$ cat config.mk
export PLATFORM = sky130hd
export DESIGN_NAME = mcg_addr_gen
export DESIGN_NICKNAME = d
export VERILOG_FILES = /design/src/rtl/mcg_pkg.sv /design/src/rtl/mcg_sum_cell.sv /design/src/rtl/mcg_prefix_net.sv /design/src/rtl/mcg_lane_window.sv /design/src/rtl/mcg_addr_gen.sv
export SDC_FILE = /design/constraint.sdc
export NUM_CORES = 1
export LEC_CHECK = 0
export BUFFER_PORTS_ARGS = -buffer_cell sky130_fd_sc_hd__buf_2
export CORE_ASPECT_RATIO = 0.7
export CORE_UTILIZATION = 57
export DETAILED_ROUTE_END_ITERATION = 7
export PLACE_DENSITY = 0.95
export SYNTH_ARGS = -nofsm -noshare
export SYNTH_HDL_FRONTEND = slang
export SYNTH_SLANG_ARGS = --single-unit
$ cat constraint.sdc
create_clock -name clk -period 15.15 [get_ports clk]
set_clock_uncertainty 0.05 [all_clocks]
set_input_delay 2.2725 -clock clk [delete_from_list [all_inputs] [get_ports clk]]
set_output_delay 2.2725 -clock clk [all_outputs]
set_load 0.01 [all_outputs]
$ cat src/rtl/mcg_pkg.sv
package mcg_pkg;

   // Prefix structure used for the running sums.
   typedef enum int {
      PFX_PARALLEL = 0,   // log2(N) levels of adder cells
      PFX_RIPPLE   = 1    // one adder cell per lane in series
   } pfx_arch_e;

endpackage

$ cat src/rtl/mcg_sum_cell.sv
// One running-sum adder cell: sum_o = x_i + y_i. The x operand is passed
// on by plain wiring where the network needs it.
module mcg_sum_cell #(
   parameter int W = 8
) (
   input  logic [W-1:0] x_i,
   input  logic [W-1:0] y_i,
   output logic [W-1:0] sum_o
);

   initial begin
      if (W < 1) $fatal(1, "mcg_sum_cell: W must be at least 1");
   end

   assign sum_o = x_i + y_i;

endmodule

$ cat src/rtl/mcg_prefix_net.sv
// Exclusive prefix sum over LANES terms of W bits.
module mcg_prefix_net
   import mcg_pkg::*;
#(
   parameter int        LANES = 8,
   parameter int        W     = 8,
   parameter pfx_arch_e ARCH  = PFX_PARALLEL
) (
   input  logic [LANES*W-1:0] term_i,
   output logic [LANES*W-1:0] excl_o
);

   localparam int LVLS = $clog2(LANES);

   initial begin
      if (LANES < 2) $fatal(1, "mcg_prefix_net: LANES must be at least 2");
      if (W < 1)     $fatal(1, "mcg_prefix_net: W must be at least 1");
   end

   logic [W-1:0] incl [LANES];

   generate
      if (ARCH == PFX_PARALLEL) begin : g_par
         logic [W-1:0] lvl [LVLS+1][LANES];
         for (genvar i = 0; i < LANES; i++) begin : g_seed
            assign lvl[0][i] = term_i[i*W +: W];
         end
         for (genvar l = 0; l < LVLS; l++) begin : g_lvl
            for (genvar i = 0; i < LANES; i++) begin : g_lane
               if (i >= (1 << l)) begin : g_add
                  mcg_sum_cell #(.W(W)) u_cell (
                     .x_i  (lvl[l][i-(1<<l)]),
                     .y_i  (lvl[l][i]),
                     .sum_o(lvl[l+1][i])
                  );
               end else begin : g_pass
                  assign lvl[l+1][i] = lvl[l][i];
               end
            end
         end
         for (genvar i = 0; i < LANES; i++) begin : g_out
            assign incl[i] = lvl[LVLS][i];
         end
      end else begin : g_rip
         assign incl[0] = term_i[0 +: W];
         for (genvar i = 1; i < LANES; i++) begin : g_chain
            mcg_sum_cell #(.W(W)) u_cell (
               .x_i  (incl[i-1]),
               .y_i  (term_i[i*W +: W]),
               .sum_o(incl[i])
            );
         end
      end
   endgenerate

   generate
      for (genvar i = 0; i < LANES; i++) begin : g_excl
         if (i == 0) begin : g_first
            assign excl_o[0 +: W] = '0;
         end else begin : g_rest
            assign excl_o[i*W +: W] = incl[i-1];
         end
      end
   endgenerate

endmodule

$ cat src/rtl/mcg_lane_window.sv
// Per-lane window decision: turns the lane's running sum into a window,
// or a retry when the window would pass the last fabric output.
module mcg_lane_window #(
   parameter int N_OUT = 16,
   parameter int SUM_W = 8,
   parameter int CNT_W = 5,
   parameter int IDX_W = 4,
   parameter int RT_W  = 3,
   parameter int CH_W  = 8
) (
   input  logic             active_i,
   input  logic [SUM_W-1:0] start_i,
   input  logic [CNT_W-1:0] count_i,
   input  logic [RT_W-1:0]  rank_i,
   input  logic [CH_W-1:0]  chan_i,
   output logic             grant_o,
   output logic             retry_o,
   output logic [IDX_W-1:0] lo_o,
   output logic [IDX_W-1:0] hi_o,
   output logic [RT_W-1:0]  route_o,
   output logic [CH_W-1:0]  chan_o
);

   localparam logic [SUM_W:0] LIMIT = (SUM_W+1)'(N_OUT);

   initial begin
      if (SUM_W < CNT_W) $fatal(1, "mcg_lane_window: SUM_W below CNT_W");
      if (CNT_W < IDX_W) $fatal(1, "mcg_lane_window: CNT_W below IDX_W");
   end

   logic [SUM_W:0]   end_x;
   logic             fits;
   logic [IDX_W-1:0] last;

   assign end_x = {1'b0, start_i} + {{(SUM_W+1-CNT_W){1'b0}}, count_i};
   assign fits  = (end_x <= LIMIT);
   assign last  = start_i[IDX_W-1:0] + count_i[IDX_W-1:0] - IDX_W'(1);

   always_comb begin
      grant_o = active_i & fits;
      retry_o = active_i & ~fits;
      lo_o    = grant_o ? start_i[IDX_W-1:0] : '0;
      hi_o    = grant_o ? last               : '0;
      route_o = grant_o ? rank_i             : '0;
      chan_o  = grant_o ? chan_i             : '0;
   end

endmodule

$ cat src/rtl/mcg_addr_gen.sv
// Running-sum copy address generator (top).
module mcg_addr_gen
   import mcg_pkg::*;
#(
   parameter int        N_PORTS = 8,
   parameter int        N_OUT   = 16,
   parameter int        CH_W    = 8,
   parameter pfx_arch_e ARCH    = PFX_PARALLEL,
   localparam int       CNT_W   = $clog2(N_OUT + 1),
   localparam int       IDX_W   = $clog2(N_OUT),
   localparam int       RT_W    = $clog2(N_PORTS),
   localparam int       SUM_W   = CNT_W + RT_W
) (
   input  logic                       clk,
   input  logic                       rst_n,
   input  logic [N_PORTS-1:0]         req_valid,
   input  logic [N_PORTS*CH_W-1:0]    req_chan,
   input  logic [N_PORTS*CNT_W-1:0]   req_copies,
   output logic [N_PORTS-1:0]         out_grant,
   output logic [N_PORTS-1:0]         out_retry,
   output logic [N_PORTS*IDX_W-1:0]   out_lo,
   output logic [N_PORTS*IDX_W-1:0]   out_hi,
   output logic [N_PORTS*RT_W-1:0]    out_route,
   output logic [N_PORTS*CH_W-1:0]    out_chan
);

   initial begin
      if (N_PORTS < 2) $fatal(1, "mcg_addr_gen: N_PORTS must be at least 2");
      if (N_OUT < 2)   $fatal(1, "mcg_addr_gen: N_OUT must be at least 2");
      if (CH_W < 1)    $fatal(1, "mcg_addr_gen: CH_W must be at least 1");
   end

   logic [N_PORTS-1:0]       act;
   logic [N_PORTS*SUM_W-1:0] cnt_terms;
   logic [N_PORTS*SUM_W-1:0] starts;
   logic [N_PORTS*RT_W-1:0]  act_terms;
   logic [N_PORTS*RT_W-1:0]  ranks;

   generate
      for (genvar i = 0; i < N_PORTS; i++) begin : g_terms
         logic [CNT_W-1:0] cnt;
         assign cnt    = req_copies[i*CNT_W +: CNT_W];
         assign act[i] = req_valid[i] & (cnt != '0);
         // Idle lanes contribute zero to both running sums.
         assign cnt_terms[i*SUM_W +: SUM_W] =
            act[i] ? {{(SUM_W-CNT_W){1'b0}}, cnt} : '0;
         assign act_terms[i*RT_W +: RT_W] = RT_W'(act[i]);
      end
   endgenerate

   mcg_prefix_net #(.LANES(N_PORTS), .W(SUM_W), .ARCH(ARCH)) u_copy_sum (
      .term_i(cnt_terms),
      .excl_o(starts)
   );

   mcg_prefix_net #(.LANES(N_PORTS), .W(RT_W), .ARCH(ARCH)) u_rank_sum (
      .term_i(act_terms),
      .excl_o(ranks)
   );

   logic [N_PORTS-1:0]       nx_grant;
   logic [N_PORTS-1:0]       nx_retry;
   logic [N_PORTS*IDX_W-1:0] nx_lo;
   logic [N_PORTS*IDX_W-1:0] nx_hi;
   logic [N_PORTS*RT_W-1:0]  nx_route;
   logic [N_PORTS*CH_W-1:0]  nx_chan;

   generate
      for (genvar i = 0; i < N_PORTS; i++) begin : g_lane
         mcg_lane_window #(
            .N_OUT(N_OUT), .SUM_W(SUM_W), .CNT_W(CNT_W),
            .IDX_W(IDX_W), .RT_W(RT_W), .CH_W(CH_W)
         ) u_win (
            .active_i(act[i]),
            .start_i (starts[i*SUM_W +: SUM_W]),
            .count_i (req_copies[i*CNT_W +: CNT_W]),
            .rank_i  (ranks[i*RT_W +: RT_W]),
            .chan_i  (req_chan[i*CH_W +: CH_W]),
            .grant_o (nx_grant[i]),
            .retry_o (nx_retry[i]),
            .lo_o    (nx_lo[i*IDX_W +: IDX_W]),
            .hi_o    (nx_hi[i*IDX_W +: IDX_W]),
            .route_o (nx_route[i*RT_W +: RT_W]),
            .chan_o  (nx_chan[i*CH_W +: CH_W])
         );
      end
   endgenerate

   always_ff @(posedge clk) begin
      if (!rst_n) begin
         out_grant <= '0;
         out_retry <= '0;
         out_lo    <= '0;
         out_hi    <= '0;
         out_route <= '0;
         out_chan  <= '0;
      end else begin
         out_grant <= nx_grant;
         out_retry <= nx_retry;
         out_lo    <= nx_lo;
         out_hi    <= nx_hi;
         out_route <= nx_route;
         out_chan  <= nx_chan;
      end
   end

   // ---------------- assertions ----------------
   a_r6_grant_retry_excl: assert property (@(posedge clk) disable iff (!rst_n)
      (out_grant & out_retry) == '0);

   generate
      for (genvar i = 0; i < N_PORTS; i++) begin : g_chk
         a_r3_window_in_fabric: assert property (@(posedge clk) disable iff (!rst_n)
            out_grant[i] |-> (out_lo[i*IDX_W +: IDX_W] <= out_hi[i*IDX_W +: IDX_W])
                          && (int'(out_hi[i*IDX_W +: IDX_W]) < N_OUT));

         a_r5_route_bounded: assert property (@(posedge clk) disable iff (!rst_n)
            out_grant[i] |-> (int'(out_route[i*RT_W +: RT_W]) <= i));

         a_r2_idle_no_grant: assert property (@(posedge clk) disable iff (!rst_n)
            !req_valid[i] |=> !out_grant[i] && !out_retry[i]);

         for (genvar j = i + 1; j < N_PORTS; j++) begin : g_pair
            a_r4_disjoint_ordered: assert property (@(posedge clk) disable iff (!rst_n)
               (out_grant[i] && out_grant[j]) |->
                  (out_hi[i*IDX_W +: IDX_W] < out_lo[j*IDX_W +: IDX_W]));

            a_r7_no_grant_above_retry: assert property (@(posedge clk) disable iff (!rst_n)
               out_retry[i] |-> !out_grant[j]);
         end
      end
   endgenerate

endmodule

==> impl_metrics.tcl, run 1 <==
set metrics [dict create \
    cts_buffers 17 \
    die-area_mm2 0.0181 \
    ios 282 \
    finalHoldViolCount 0 \
    final_cell_mix "271 x buf_2, 158 x dfxtp_1, 133 x ha_1" \
    nets 1568 \
    grt_pass1_vias 7768 \
    cts.path.max_buffers 2 \
    drive_gt1_share_pct 26.3 \
    antenna_found_initial 2 \
    fin_crit_ps 8150 \
    setup_viol 0 \
    clkSinkCount 158 \
    dr_wl_met2_mm 11.6 \
    fp.dieH_um 113 \
    max_freq_ghz 0.123 \
    num_vias 8119 \
    cp.required_ps 15470 \
    synth_edf_count 0 \
    drtIter0Drc 550 \
    ctsResizeCount 0 \
    vias_per_cell 5.34 \
    finalCritPeriodShare_pct 53.8 \
    start_util_pct 58.2 \
    setup.worst_path.class "in -> reg" \
    p_leak_nw 6.44 \
    cts_root_buf "clkbuf_16" \
    syn_area_mm2 0.00999 \
    drv_cap 0 \
    antenna_left 0 \
    maxUsedRoutingLayer "met4" \
    die_x_um 160 \
    worst_pin_slew_ps 1130 \
    routabilityCongestion 0.945 \
    powerDensity_mw_per_mm2 146 \
    hold_buffers 0 \
    drt_drc_violations_left 0 \
    synth.avg_cell_area_um2 9.94 \
    grt_max_degree 22 \
    crit_fanout 20 \
    route.met3.wl_mm 2.07 \
    ir_drop_mv 0.100 \
    cp-start-kind "input port" \
    clkTransAtPathRegs_ps 70 \
    tns_ps 0 \
    wl_per_cell_um 16.5 \
    cts_tree "built" \
    hold_class "in -> reg" \
    core_mm2 0.0172 \
    htreeDepth 4 \
    dr.pass1.iters 5 \
    netlist-cell-type-count 72 \
    synthCells 1005 \
    maxSlewHeadroom_pct 24.1 \
    synthTopCellsByArea "dfxtp_1 32%, ha_1 17%, fa_1 9.6%" \
    postCtsSetupBuffers 0 \
    syn2layout_area_growth_pct 21.1 \
    wl_mm 25.1 \
    synthArstFlopShare_pct 0 \
    startpoint "req_copies[1]" \
    yosys_warnings 0 \
    cp.arrival_ps 8470 \
    met1_length_mm 10.8 \
    grt_pass1_wl_mm 39.4 \
    endpoint_kind "flip-flop" \
    worst_hold_startpoint "req_chan[61]" \
    yosys.area.top_type "dfxtp_1" \
    synth_ff_type "dfxtp_1" \
    slew_violations 0 \
    port_buffers 271 \
    dp_hpwl_mm 20.3 \
    rsz0062_at_grt "false" \
    grt_usage_pct 27.8 \
    final_common_cell "buf_2" \
    grt-ovfl-total 0 \
    num_rows 40 \
    status "finished, final reports clean" \
    synth_seq_area_share_pct 31.7 \
    ys_ff_latch 158 \
    hold_ws_ps 1980 \
    synth_top_area_share_pct 31.7 \
]
per-stage QoR:
step	util [%]	instance area, um2	worst slack [ps]	std cells	power (mW)
global placement	66.9	11500	6840	1485	1.28
CTS	70.5	12100	7030	1517	1.77
detailed placement	66.9	11500	6610	1485	1.31
global route	70.5	12100	6540	1517	1.88
finish	70.5	12100	7000	1519	1.76
floorplan	-	10000	7740	1014	1.11
power by group:
part | internal (mW) | switching, mW
Clock | 0.253 | 0.190
Combinational | 0.366 | 0.478
Sequential | 0.463 | 0.0129
final timing paths:
| check | end | cells after the start |
|---|---|---|
| worst max-delay path | out_route[23]$_SDFF_PN0_ | 22 |
| worst min-delay path | out_chan[61]$_SDFF_PN0_ | 2 |
layer usage:
metal	GRT usage [%]	vias to the layer above
met5	0	-
li1	-	3882
met2	45.7	367
met1	35.5	3813
met3	7.37	57
met4	9.40	0
synth_stat cells (4+ instances only):
| cell type | instances |
|---|---|
| dfxtp_1 | 158 |
| ha_1 | 133 |
| and2_1 | 128 |
| inv_1 | 119 |
| fa_1 | 48 |
| a21oi_1 | 43 |
| xnor2_1 | 41 |
| xor2_1 | 30 |
| a21o_1 | 29 |
| nand2_1 | 27 |
| nor2_1 | 23 |
| nor3_1 | 15 |
| nor2b_1 | 14 |
| buf_2 | 13 |
| o21ai_0 | 13 |
| nor3b_2 | 12 |
| buf_4 | 11 |
| a211oi_1 | 10 |
| nand3_1 | 8 |
| a21boi_0 | 7 |
| nor3_2 | 7 |
| a31oi_1 | 6 |
| and3_1 | 6 |
| nor3b_1 | 6 |
| nor4_1 | 6 |
| clkbuf_1 | 5 |
| o21a_1 | 5 |
| a211o_1 | 4 |
| nand4_1 | 4 |
| o2111ai_1 | 4 |
| o21bai_1 | 4 |
state kept, by name, indices dropped and copies added, names as in the netlist:
| signal | count |
|---|---|
| out_grant | 8 |
| out_chan | 64 |
| out_route | 18 |
| out_retry | 8 |
| out_lo | 28 |
| out_hi | 32 |
worst max-delay path, stage by stage:
cell,delay (ps)
buf_2,130
inv_1,60
ha_1,180
or4b_1,540
nand2_1,170
inv_1,130
nand2_1,140
inv_1,140
ha_1,270
fa_1,420
xnor2_1,420
inv_1,160
fa_1,560
fa_1,610
inv_1,60
ha_1,390
a21o_1,230
a21oi_2,170
xnor2_1,100
a2111oi_2,420
and4_1,660
and2_1,220
final cells by class:
class                   count  area, um2
well taps                 231        289
diodes                      2       5.00
flip-flops and latches    158       3160
inverters                 119        447
repair buffers            271       1360
multi-input cells         706       6230
clock buffers              18        439
fillers                  1264       5060
clock inverters            14        173
logic make-up (layout without fill, tap and decap cells):
| family | count (synthesis) | after routing | share of synthesized area [%] |
|---|---|---|---|
| and+or+nand+nor | 278 | 278 | 17.5 |
| adders and majority gates | 184 | 184 | 26.6 |
| DFF | 158 | 158 | 31.7 |
| AOI/OAI and AO/OA | 156 | 156 | 10.8 |
| buffers and inverters | 150 | 422 | 6.36 |
| xor gates and xnor gates | 71 | 71 | 6.22 |
| muxes | 7 | 7 | 0.826 |
| other | 1 | 12 | 0.0375 |
Note: power is estimated with default switching activity, not from simulation.
==> run 2, diff against run 1 <==
CORE_UTILIZATION = 53   (was 57)
PLACE_DENSITY = 0.91   (was 0.95)
clock period = 8.3 ns   (was 15.15 ns; I/O delays follow)
==> impl_metrics.tcl, run 2 (synthesis gave the netlist of run 1 again) <==
set metrics [dict create \
    hold_ws_ps 952 \
    finalHoldViolCount 0 \
    dr_wl_met2_mm 11.8 \
    port_buffers 271 \
    p_leak_nw 6.44 \
    routabilityCongestion 0.946 \
    clkSinkCount 158 \
    powerDensity_mw_per_mm2 264 \
    cp.arrival_ps 7480 \
    die-area_mm2 0.0194 \
    clkTransAtPathRegs_ps 70 \
    cp-start-kind "input port" \
    max_freq_ghz 0.140 \
    dr.pass1.iters 8 \
    postCtsSetupBuffers 0 \
    num_vias 7969 \
    core_mm2 0.0182 \
    grt_usage_pct 25.9 \
    final_cell_mix "271 x buf_2, 158 x dfxtp_1, 133 x ha_1" \
    endpoint_kind "flip-flop" \
    ctsResizeCount 0 \
    htreeDepth 4 \
    slew_violations 0 \
    hold_buffers 0 \
    worst_pin_slew_ps 1150 \
    cp_cell_sequence "buf_2, inv_1, ha_1, or4b_1, nand2_1, inv_1, nand2_1, inv_1, ha_1, fa_1, xnor2_1, inv_1, fa_1, fa_1, inv_1, ha_1, xor2_1, nor3_1, o21ai_0, a2111oi_2, and4_1, nor2b_1" \
    cts.path.max_buffers 2 \
    worst-path-stages 22 \
    status "finished with violations" \
    cp-endpoint "out_hi[28]$_SDFF_PN0_" \
    cp.required_ps 8620 \
    critPathBufInv 6 \
    wl_per_cell_um 16.4 \
    critPathTopFamily "adder cells" \
    cts_root_buf "clkbuf_16" \
    grt_max_degree 22 \
    nets 1568 \
    final_common_cell "buf_2" \
    wl_mm 25.0 \
    antenna_left 0 \
    drv_cap 0 \
    vias_per_cell 5.23 \
    finalCritPeriodShare_pct 86.3 \
    crit_fanout 20 \
    route.met3.wl_mm 1.90 \
    cts_tree "built" \
    antenna_found_initial 1 \
    dp_hpwl_mm 20.4 \
    ir_drop_mv 0.163 \
    grt-ovfl-total 0 \
    violations "design-rule violations" \
    grt_pass1_vias 7861 \
    start_util_pct 54.9 \
    cts_buffers 17 \
    fin_crit_ps 7170 \
    reg_top3 "out_chan (64), out_hi (32), out_lo (28)" \
    hold_class "in -> reg" \
    setup_viol 0 \
    die_x_um 166 \
    maxUsedRoutingLayer "met4" \
    met1_length_mm 10.8 \
    fp.dieH_um 117 \
    num_rows 41 \
    drt_drc_violations_left 42 \
    drtIter0Drc 499 \
    drive_gt1_share_pct 26.3 \
    tns_ps 0 \
    critPathMostFrequentCell "inv_1" \
    startpoint "req_copies[0]" \
    cpPeakStageDelay_ps 690 \
    setup.worst_path.class "in -> reg" \
    largest_reg_flops 64 \
    grt_pass1_wl_mm 39.2 \
    maxSlewHeadroom_pct 22.4 \
    syn2layout_area_growth_pct 21.3 \
    cpMaxStageDelayCell "and4_1" \
    ios 282 \
    regMostFlops "out_chan" \
    rsz0062_at_grt "false" \
]
-- run 2: where the power goes --
part           total (mW)  internal [mW]  switching (mW)
logic                1.53          0.667           0.863
registers           0.867          0.845          0.0216
clock network       0.800          0.435           0.365
-- run 2: per-layer routing --
metal  GRT usage (%)  up-vias
met1            32.2     3734
li1                -     3870
met3            6.39       48
met5               0        -
met2            44.3      317
met4            9.35        0
-- run 2: layout make-up --
cell class | count | area [um2]
inverters | 119 | 447
clock buffers | 17 | 425
repair buffers | 271 | 1360
well taps | 236 | 295
fillers | 1459 | 6090
flip-flops and latches | 158 | 3160
clock inverters | 15 | 198
multi-input cells | 706 | 6230
diodes | 1 | 2.50
-- run 2: worst min path at each step --
| stage | startpoint | endpoint | slack [ps] | depth (start not counted) |
|---|---|---|---|---|
| 3_5_place_dp | req_chan[13] | out_chan[13]$_SDFF_PN0_ | 1400 | 2 |
| 2_1_floorplan | req_copies[0] | out_hi[0]$_SDFF_PN0_ | 1270 | 1 |
| 4_1_cts | req_chan[56] | out_chan[56]$_SDFF_PN0_ | 940 | 2 |
| 3_3_place_gp | req_chan[57] | out_chan[57]$_SDFF_PN0_ | 1390 | 2 |
| 6_report | req_chan[61] | out_chan[61]$_SDFF_PN0_ | 950 | 2 |
| 5_1_grt | req_chan[58] | out_chan[58]$_SDFF_PN0_ | 950 | 2 |
-- run 2: metrics by stage --
stage                     total power, mW  instances  area, um2  utilization (%)  worst slack, ps
after floorplan                      2.02       1014      10000                -             1920
after global placement               2.33       1490      11500             63.1             1020
after detailed placement             2.39       1490      11500             63.1              784
after CTS                            3.20       1522      12100             66.5             1180
after global routing                 3.42       1522      12100             66.5              812
final                                3.20       1523      12100             66.5             1130
